### config.mk
export PLATFORM = sky130hd
export DESIGN_NAME = spi_wperm_ctrl
export DESIGN_NICKNAME = d
export VERILOG_FILES = /design/src/rtl/spi_wp_pkg.sv /design/src/rtl/spi_wp_sync.sv /design/src/rtl/spi_wp_frame.sv /design/src/rtl/spi_wp_perm.sv /design/src/rtl/spi_wperm_ctrl.sv
export SDC_FILE = /design/constraint.sdc
export NUM_CORES = 1
export LEC_CHECK = 0
export BUFFER_PORTS_ARGS = -buffer_cell sky130_fd_sc_hd__buf_2
export CORE_ASPECT_RATIO = 0.5
export CORE_MARGIN = 2
export CORE_UTILIZATION = 56
export CTS_CLUSTER_SIZE = 28
export DETAILED_ROUTE_END_ITERATION = 12
export PLACE_DENSITY = 0.78
export SYNTH_ARGS = -nofsm -noshare
export SYNTH_HDL_FRONTEND = slang
export SYNTH_SLANG_ARGS = --single-unit
export TNS_END_PERCENT = 1
### constraint.sdc
create_clock -name clk -period 2.1 [get_ports clk]
set_input_delay 0.42 -clock clk [delete_from_list [all_inputs] [get_ports clk]]
set_output_delay 0.42 -clock clk [all_outputs]
set_load 0.01 [all_outputs]
### src/rtl/spi_wp_pkg.sv
package spi_wp_pkg;
  localparam int BYTE_W  = 8;
  localparam int FRAME_W = 2 * BYTE_W;
  localparam int CNT_W   = $clog2(FRAME_W + 2);

  typedef enum logic [BYTE_W-1:0] {
    CMD_SR_WRITE = 8'h01,
    CMD_WR_OFF   = 8'h04,
    CMD_WR_ON    = 8'h06,
    CMD_SR_ARM   = 8'h50
  } cmd_e;
endpackage

### src/rtl/spi_wp_sync.sv
module spi_wp_sync #(
  parameter int          W       = 3,
  parameter int          STAGES  = 2,
  parameter logic [W-1:0] RST_VAL = '0
) (
  input  logic         clk,
  input  logic         rst_n,
  input  logic [W-1:0] async_i,
  output logic [W-1:0] level_o,
  output logic [W-1:0] rise_o,
  output logic [W-1:0] fall_o
);
  logic [W-1:0] stage_q [STAGES];
  logic [W-1:0] prev_q;

  for (genvar s = 0; s < STAGES; s++) begin : g_stage
    if (s == 0) begin : g_first
      always_ff @(posedge clk or negedge rst_n)
        if (!rst_n) stage_q[s] <= RST_VAL;
        else        stage_q[s] <= async_i;
    end else begin : g_next
      always_ff @(posedge clk or negedge rst_n)
        if (!rst_n) stage_q[s] <= RST_VAL;
        else        stage_q[s] <= stage_q[s-1];
    end
  end

  always_ff @(posedge clk or negedge rst_n)
    if (!rst_n) prev_q <= RST_VAL;
    else        prev_q <= stage_q[STAGES-1];

  assign level_o = stage_q[STAGES-1];
  assign rise_o  = stage_q[STAGES-1] & ~prev_q;
  assign fall_o  = ~stage_q[STAGES-1] & prev_q;
endmodule

### src/rtl/spi_wp_frame.sv
module spi_wp_frame
  import spi_wp_pkg::*;
(
  input  logic               clk,
  input  logic               rst_n,
  input  logic               sck_rise_i,
  input  logic               sdi_i,
  input  logic               csn_i,
  input  logic               cs_fall_i,
  input  logic               cs_rise_i,
  output logic               frame_end_o,
  output logic [CNT_W-1:0]   bit_cnt_o,
  output logic [FRAME_W-1:0] bits_o
);
  localparam logic [CNT_W-1:0] CNT_SAT = CNT_W'(FRAME_W + 1);

  logic [CNT_W-1:0]   cnt_q;
  logic [FRAME_W-1:0] shift_q;
  logic               take_bit;

  assign take_bit = sck_rise_i && !csn_i && !cs_fall_i;

  always_ff @(posedge clk or negedge rst_n) begin
    if (!rst_n) begin
      cnt_q   <= '0;
      shift_q <= '0;
    end else if (cs_fall_i) begin
      cnt_q   <= '0;
      shift_q <= '0;
    end else if (take_bit) begin
      shift_q <= {shift_q[FRAME_W-2:0], sdi_i};
      if (cnt_q != CNT_SAT) cnt_q <= cnt_q + 1'b1;
    end
  end

  assign frame_end_o = cs_rise_i;
  assign bit_cnt_o   = cnt_q;
  assign bits_o      = shift_q;

  a_r7_cnt_restart: assert property (@(posedge clk) disable iff (!rst_n)
    cs_fall_i |=> cnt_q == '0);
  a_r4_cnt_step: assert property (@(posedge clk) disable iff (!rst_n)
    (take_bit && cnt_q != CNT_SAT) |=> cnt_q == $past(cnt_q) + 1'b1);
  a_r4_hold_when_idle: assert property (@(posedge clk) disable iff (!rst_n)
    (csn_i && !cs_fall_i) |=> $stable(shift_q));
endmodule

### src/rtl/spi_wp_perm.sv
module spi_wp_perm
  import spi_wp_pkg::*;
(
  input  logic               clk,
  input  logic               rst_n,
  input  logic               frame_end_i,
  input  logic [CNT_W-1:0]   bit_cnt_i,
  input  logic [FRAME_W-1:0] bits_i,
  input  logic               pe_req_i,
  input  logic               pe_done_i,
  input  logic               aai_enter_i,
  output logic               pe_grant_o,
  output logic               wel_o,
  output logic               aai_o,
  output logic               arm_o,
  output logic               sr_accept_o,
  output logic [BYTE_W-1:0]  sr_data_o
);
  logic              wel_q, aai_q, arm_q;
  logic              len_short, len_long, cmd_ok;
  logic [BYTE_W-1:0] op_short, op_long, data_long;

  assign op_short  = bits_i[BYTE_W-1:0];
  assign op_long   = bits_i[FRAME_W-1:BYTE_W];
  assign data_long = bits_i[BYTE_W-1:0];
  assign len_short = bit_cnt_i == CNT_W'(BYTE_W);
  assign len_long  = bit_cnt_i == CNT_W'(FRAME_W);
  assign cmd_ok    = frame_end_i &&
                     ((len_short && op_short != CMD_SR_WRITE) ||
                      (len_long  && op_long  == CMD_SR_WRITE));

  always_ff @(posedge clk or negedge rst_n) begin
    if (!rst_n) begin
      wel_q       <= 1'b0;
      aai_q       <= 1'b0;
      arm_q       <= 1'b0;
      sr_accept_o <= 1'b0;
      sr_data_o   <= '0;
      pe_grant_o  <= 1'b0;
    end else begin
      sr_accept_o <= 1'b0;
      pe_grant_o  <= pe_req_i && wel_q;
      if (pe_done_i) wel_q <= 1'b0;
      if (aai_enter_i && wel_q) aai_q <= 1'b1;
      if (cmd_ok) begin
        arm_q <= len_short && op_short == CMD_SR_ARM;
        if (len_short && op_short == CMD_WR_ON) wel_q <= 1'b1;
        if (len_short && op_short == CMD_WR_OFF) begin
          wel_q <= 1'b0;
          aai_q <= 1'b0;
        end
        if (len_long && arm_q) begin
          sr_accept_o <= 1'b1;
          sr_data_o   <= data_long;
          wel_q       <= 1'b0;
        end
      end
    end
  end

  assign wel_o = wel_q;
  assign aai_o = aai_q;
  assign arm_o = arm_q;

  a_r2_wel_set: assert property (@(posedge clk) disable iff (!rst_n)
    (frame_end_i && len_short && op_short == CMD_WR_ON) |=> wel_q);
  a_r2_wel_rise_cause: assert property (@(posedge clk) disable iff (!rst_n)
    $rose(wel_q) |-> $past(frame_end_i && len_short && op_short == CMD_WR_ON));
  a_r3_wrdi_clears: assert property (@(posedge clk) disable iff (!rst_n)
    (frame_end_i && len_short && op_short == CMD_WR_OFF) |=> (!wel_q && !aai_q));
  a_r5_accept_armed: assert property (@(posedge clk) disable iff (!rst_n)
    sr_accept_o |-> ($past(arm_q) && !arm_q && !wel_q));
  a_r8_grant_needs_wel: assert property (@(posedge clk) disable iff (!rst_n)
    pe_grant_o |-> $past(wel_q && pe_req_i));
  a_r9_aai_rise: assert property (@(posedge clk) disable iff (!rst_n)
    $rose(aai_q) |-> $past(wel_q && aai_enter_i));
  a_r9_aai_fall: assert property (@(posedge clk) disable iff (!rst_n)
    $fell(aai_q) |-> $past(frame_end_i && len_short && op_short == CMD_WR_OFF));
  a_r7_abort_keeps: assert property (@(posedge clk) disable iff (!rst_n)
    (frame_end_i && !len_short && !len_long) |=> ($stable(arm_q) && !sr_accept_o));
endmodule

### src/rtl/spi_wperm_ctrl.sv
module spi_wperm_ctrl
  import spi_wp_pkg::*;
#(
  parameter int SYNC_STAGES = 2
) (
  input  logic              clk,
  input  logic              rst_n,
  input  logic              sck_i,
  input  logic              sdi_i,
  input  logic              csn_i,
  output logic              sdo_o,
  output logic              sdo_oe_o,
  input  logic              pe_req_i,
  input  logic              pe_done_i,
  input  logic              aai_enter_i,
  output logic              pe_grant_o,
  output logic              wel_o,
  output logic              aai_o,
  output logic              sr_write_ok_o,
  output logic              sr_accept_o,
  output logic [BYTE_W-1:0] sr_data_o
);
  localparam int PIN_CS = 2, PIN_SCK = 1, PIN_SDI = 0;

  logic [2:0]         pin_lvl, pin_rise, pin_fall;
  logic               frame_end;
  logic [CNT_W-1:0]   bit_cnt;
  logic [FRAME_W-1:0] bits;

  spi_wp_sync #(.W(3), .STAGES(SYNC_STAGES), .RST_VAL(3'b100)) u_sync (
    .clk     (clk),
    .rst_n   (rst_n),
    .async_i ({csn_i, sck_i, sdi_i}),
    .level_o (pin_lvl),
    .rise_o  (pin_rise),
    .fall_o  (pin_fall)
  );

  spi_wp_frame u_frame (
    .clk         (clk),
    .rst_n       (rst_n),
    .sck_rise_i  (pin_rise[PIN_SCK]),
    .sdi_i       (pin_lvl[PIN_SDI]),
    .csn_i       (pin_lvl[PIN_CS]),
    .cs_fall_i   (pin_fall[PIN_CS]),
    .cs_rise_i   (pin_rise[PIN_CS]),
    .frame_end_o (frame_end),
    .bit_cnt_o   (bit_cnt),
    .bits_o      (bits)
  );

  spi_wp_perm u_perm (
    .clk         (clk),
    .rst_n       (rst_n),
    .frame_end_i (frame_end),
    .bit_cnt_i   (bit_cnt),
    .bits_i      (bits),
    .pe_req_i    (pe_req_i),
    .pe_done_i   (pe_done_i),
    .aai_enter_i (aai_enter_i),
    .pe_grant_o  (pe_grant_o),
    .wel_o       (wel_o),
    .aai_o       (aai_o),
    .arm_o       (sr_write_ok_o),
    .sr_accept_o (sr_accept_o),
    .sr_data_o   (sr_data_o)
  );

  assign sdo_o    = 1'b0;
  assign sdo_oe_o = 1'b0;

  a_r2_commit_after_cs_high: assert property (@(posedge clk) disable iff (!rst_n)
    (sr_accept_o || $changed(wel_o) && !$past(pe_done_i) && !$past(pe_req_i))
      |-> $past(pin_rise[PIN_CS]));
  a_r5_accept_one_cycle: assert property (@(posedge clk) disable iff (!rst_n)
    sr_accept_o |=> !sr_accept_o);
endmodule

; ---- Word-level counts from Yosys, hierarchy flattened
; Cells that the tools add are included.
[word_totals]
reg_bits = 43
latchBits = 0
ram_bits = 0
rom_bits = 0
input_bits = 8
output_inout_bits = 15
wordCells = 57
memories = 0
[op_classes]
addsub = 1
n_mul = 0
div_mod_pow = 0
order_cmp = 0
n_eq_ne = 8
n_shift = 0
muxes = 15
n_bitwise = 4
n_reduce_logical = 18
[ops]
columns = operator, n
row1 = $mux 16, 2
row2 = $eq 8x3->1 const B, 2
row3 = $mux 5, 3
row4 = $logic_and 1x1->1, 11
row5 = $mux 1, 10
row6 = $eq 8x1->1 const B, 1
row7 = $eq 8x7->1 const B, 1
row8 = $ne 8x1->1 const B, 1
row9 = $and 3x3->3, 2
row10 = $not 3->3, 2
row11 = $add 5x1->5 const B, 1
row12 = $eq 5x4->1 const B, 1
row13 = $eq 5x5->1 const B, 1
row14 = $ne 5x5->1 const B, 1
row15 = $reduce_and 2->1, 2
row16 = $reduce_bool 2->1, 2
row17 = $logic_not 1->1, 2
row18 = $logic_or 1x1->1, 1

; ---- Depth between registers and ports, before layout
[depth]
word_depth = 6
depth_mapped = 6
depth_no_buf = 6

; ---- Cells and area by module
; A second synthesis with hierarchy kept.
[unflattened]
hier_cells = 171
area_unflattened_um2 = 1955.6
[modules_own_cells]
columns = module, n_inst, cells_per_inst, area_per_inst_um2, seq_area_each_um2
row1 = spi_wp_frame, 1, 99, 942.2, 525.5
row2 = spi_wp_perm, 1, 51, 690.7, 325.3
row3 = spi_wp_sync, 1, 18, 304.0, 229.0
row4 = spi_wperm_ctrl, 1, 3, 18.8, 0.0

; ---- Least setup slack after synthesis
; No wires, ideal clock.
[synth_path]
kind = flip-flop to flip-flop
from = register u_frame.cnt_q[0], in the netlist u_frame.bit_cnt_o[0]
to = register u_perm.sr_data_o[0]
setup_time_ns = 0.125
arrival_time_ns = 1.777
required_time_ns = 1.975
slack_ns = 0.198
stages_incl_launch_ff = 7
n_path_buf = 0
period_less_slack_ns = 1.902
path_cell_list = dfrtp_1 > inv_1 > ha_1 > and4bb_2 > nand4_1 > a21oi_4 > mux2_4
[synth_between]
elab_chain_cells = 5
elab_cells_between_ends = 8
classes_between = 2 x eq/ne / 6 x reduce/logical
[synth_rtl]
columns = item, line
row1 = from (decl), spi_wp_frame.sv:17  ; logic [CNT_W-1:0] cnt_q;
row2 = from (signal assigned), spi_wp_frame.sv:32  ; if (cnt_q != CNT_SAT) cnt_q <= cnt_q + 1'b1;
row3 = $eq 5x4->1 / $eq 5x5->1 (equally long branches), "spi_wp_perm.sv:26, spi_wp_perm.sv:27"
row4 = $logic_and 1x1->1 (on tied branches), "spi_wp_perm.sv:29, spi_wp_perm.sv:30"
row5 = $logic_or 1x1->1, spi_wp_perm.sv:29  ; ((len_short && op_short != CMD_SR_WRITE) ||
row6 = $logic_and 1x1->1, spi_wp_perm.sv:28  ; assign cmd_ok = frame_end_i &&
row7 = $reduce_and 2->1 (no line) *, -
row8 = to (signal assigned), spi_wp_perm.sv:54  ; sr_data_o <= data_long;
row9 = to (decl), spi_wp_perm.sv:17  ; output logic [BYTE_W-1:0] sr_data_o
; Mark *: on every way between the ends. The rest lies on a longest branch, timed or not.
; A chain may end at the register's enable or synchronous reset.

; ---- Final worst setup path
[layout_path]
from = register u_frame.cnt_q[0], in the netlist u_frame.bit_cnt_o[0]
to = register u_perm.wel_q, in the netlist u_perm.wel_o
[layout_between]
elab_chain_cells = 6
elab_cells_between_ends = 13
classes_between = 2 x eq/ne / 4 x mux / 7 x reduce/logical
[layout_rtl]
columns = item, line
row1 = $eq 5x4->1, spi_wp_perm.sv:26  ; assign len_short = bit_cnt_i == CNT_W'(BYTE_W);
row2 = $logic_and 1x1->1, spi_wp_perm.sv:47  ; if (len_short && op_short == CMD_WR_ON) wel_q <= 1'b1;
row3 = $mux 1, spi_wp_perm.sv:47
row4 = $mux 1, spi_wp_perm.sv:48  ; if (len_short && op_short == CMD_WR_OFF) begin
row5 = $mux 1, spi_wp_perm.sv:52  ; if (len_long && arm_q) begin
row6 = $mux 1 *, spi_wp_perm.sv:45  ; if (cmd_ok) begin
row7 = to (signal assigned), spi_wp_perm.sv:47
row8 = to (signal assigned), spi_wp_perm.sv:49  ; wel_q <= 1'b0;
row9 = to (signal assigned), spi_wp_perm.sv:55  ; wel_q <= 1'b0;
row10 = to (decl), spi_wp_perm.sv:19  ; logic wel_q, aai_q, arm_q;
; Marks and branches as above.

==> out/qor.yml <==
end_kind: "flip-flop"
finalCritPeriodShare_pct: 93.6
cts.sinks: 42
diodes: 0
required_ps: 2290
worstPathMaxFanout: 4
tightest_slew_ps: 828
pre_cts_ws_ps: 48.8
synth_largest_area_cell: "dfrtp_1"
hp-class: "in -> async"
drtIter0Drc: 60
nets: 169
pin_count: 23
place.gp.congestion: 0.799
dp_hpwl_um: 2270
max_slew_margin_pct: 44.8
leakagePower_nw: 0.971
grt.total_usage_pct: 19.5
cts_hold_buf: 0
arrival_ps: 2150
die-area_mm2: 0.00365
ys_types: 37
cts_root_buf: "clkbuf_8"
fmax_mhz: 509
start_util_pct: 58.7
antenna_found_initial: 0
rows: 14
clock_latency_ps: 290
p_per_area_mw_per_mm2: 700
num_vias: 1157
cts_made_buffers: 5
synth_area_mm2: 0.00177
synth_most_common_cell: "dfrtp_1"
syn_to_final_growth_pct: 14.7
synthTopCellsByCount: "dfrtp_1 (39), a22o_1 (13), mux2_4 (8), inv_1 (6), nand2_1 (6)"
syn_area_per_cell_um2: 13.5
die_w_um: 83.5
synth-edff-count: 0
via_per_inst: 5.81
final.min_clock_period_ps: 1970
drv_slew: 0
ys_top_cells_by_area: "dfrtp_1 (55%), mux2_4 (6.8%), a22o_1 (6.4%)"
synth_cells: 131
ys_warn_count: 0
fillers: 232
synth_seq_cells: 42
finalHoldViolCount: 0
synth_async_sr_flop_share_pct: 100
wl_per_cell_um: 16.5
cts.clk_slew.worst_paths_ps: 80
htreeDepth: 2
setup_viol: 0
drcViolationCount: 0
drt_wl_total_um: 3290
grt_pass1_wl_um: 5260
cts.path.max_buffers: 2
antenna_left: 0
grt_overflow: 0
synth_top_area_share_pct: 55.2
port_buffers: 20
ys.flop_type: "dfrtp_1"
status: "finished clean"
drive_gt1_share_pct: 33.3
rsz0062_at_grt: "no"
ys_seq_area_share_pct: 59.7
dr.pass1.iters: 4
grt_max_degree: 40
die_y_um: 43.7
start_kind: "flip-flop"
ir_drop_uv: 542
setup_tns_ps: 0
tritoncts: "yes"
worstSetupPathType: "reg -> reg"
coreArea_mm2: 0.00301
max_cap_viol_count: 0
fin_skew_ps: 8.79
first_global_vias: 1106
setup_slack_ps: 134
-- cell usage in the layout (no fill, tap or decap), drive strengths merged --
| cell type | netlist | layout |
|---|---|---|
| xnor2 | 2 | 2 |
| conb | 1 | 2 |
| or4b | 1 | 1 |
| nor4 | 3 | 3 |
| nand2b | 1 | 1 |
| clkbuf | 2 | 7 |
| a22o | 16 | 16 |
| nor3 | 1 | 1 |
| a31o | 2 | 2 |
| and4bb | 2 | 2 |
| dfstp | 3 | 3 |
| nor4b | 1 | 1 |
| nor4bb | 1 | 1 |
| clkinv | 0 | 1 |
| ha | 3 | 3 |
| and2 | 1 | 1 |
| o211ai | 1 | 1 |
| nand4b | 1 | 1 |
| a21o | 1 | 1 |
| nand4 | 2 | 2 |
| or4 | 1 | 1 |
| nor2 | 5 | 5 |
| a32o | 2 | 2 |
| nor3b | 1 | 1 |
| and2b | 1 | 1 |
| nand2 | 6 | 6 |
| o21ai | 3 | 3 |
| a2111oi | 1 | 1 |
| buf | 3 | 24 |
| mux2 | 8 | 8 |
| nand3 | 2 | 2 |
| a211oi | 2 | 2 |
| dfrtp | 39 | 39 |
| a21oi | 6 | 6 |
| inv | 6 | 6 |
-- path summary, 6_finish.rpt --
| check | endpoint | start | slack (ps) | depth (start not counted) |
|---|---|---|---|---|
| setup / recovery | u_perm.wel_o$_DFF_PN0_ | u_frame.bit_cnt_o[0]$_DFFE_PN0P_ | 130 | 7 |
| max in group asynchronous | u_perm.arm_o$_DFFE_PN0P_ | rst_n | 1300 | 2 |
| hold / removal | u_frame.bits_o[8]$_DFFE_PN0P_ | rst_n | 230 | 1 |
| hold reg to reg | u_sync.level_o[1]$_DFF_PN0_ | u_sync.stage_q[4]$_DFF_PN0_ | 350 | 0 |
| min in group clk | u_sync.stage_q[5]$_DFF_PN1_ | csn_i | 230 | 1 |
| setup reg to reg | u_perm.wel_o$_DFF_PN0_ | u_frame.bit_cnt_o[0]$_DFFE_PN0P_ | 130 | 7 |
-- metrics by stage --
stage	std cells	utilization (%)	cell area [um^2]	hold WS [ps]	power, mW
2_1_floorplan	132	-	1770	124	0.880
3_3_place_gp	190	63.6	1920	333	0.908
3_5_place_dp	190	63.6	1920	340	0.913
4_1_cts	198	66.7	2010	225	1.43
5_1_grt	199	67.3	2030	217	1.48
6_report	199	67.3	2030	225	1.42
-- kinds of logic (layout without fill, tap and decap cells) --
kind of cell	Yosys count	after routing	share of synthesized area, %
and+or+nand+nor	30	30	11.0
muxes	8	8	6.79
other	1	2	0.212
adders and majority gates	3	3	2.12
AOI/OAI and AO/OA	34	34	16.4
DFF	42	42	59.7
xor gates and xnor gates	2	2	0.991
buffers and inverters	11	38	2.83
-- report_power, final --
group	switching (mW)	internal (mW)
Clock	0.260	0.265
Combinational	0.0419	0.0183
Sequential	0.0115	0.823
-- worst max-delay path, stage by stage (launching register included) --
cell and delay (ps):
dfrtp_1 420, inv_1 120, ha_1 160, and4bb_2 260, nand4_1 180, buf_4 220, a22o_2 250, a32o_1 250
-- final cells by class --
type,count,area (um^2),area share [%]
clock buffers,7,86.3,4.26
well taps,40,50.0,2.47
inverters,6,22.5,1.11
clock inverters,1,5.00,0.247
flip-flops and latches,42,1050,52.0
repair buffers,24,143,7.03
multi-input cells,79,667,32.9
-- sequential cells by signal, summed over array words and instances, names as in the netlist --
name,cells
u_frame.bits_o,16
u_sync.prev_q,2
u_perm.wel_o,1
u_perm.sr_accept_o,1
u_frame.bit_cnt_o,5
u_perm.aai_o,1
u_sync.level_o,3
u_perm.sr_data_o,8
u_perm.arm_o,1
u_sync.stage_q,3
u_perm.pe_grant_o,1
-- per-layer routing --
metal | vias up | GRT usage, % | part of all wire, %
li1 | 540 | - | -
met2 | 27 | 30.3 | 46
met4 | 0 | 8.71 | 1.3
met1 | 583 | 25.9 | 48
met5 | - | 0 | 0
met3 | 7 | 6.29 | 4.4
-- repair_timing --
action                     in CTS  in global routing
setup endpoints to repair       0                  8
resized for setup               0                  0
buffers inserted                0                  1
hold endpoints to repair        0                  0
No activity file was read; power rests on OpenSTA's default activity.
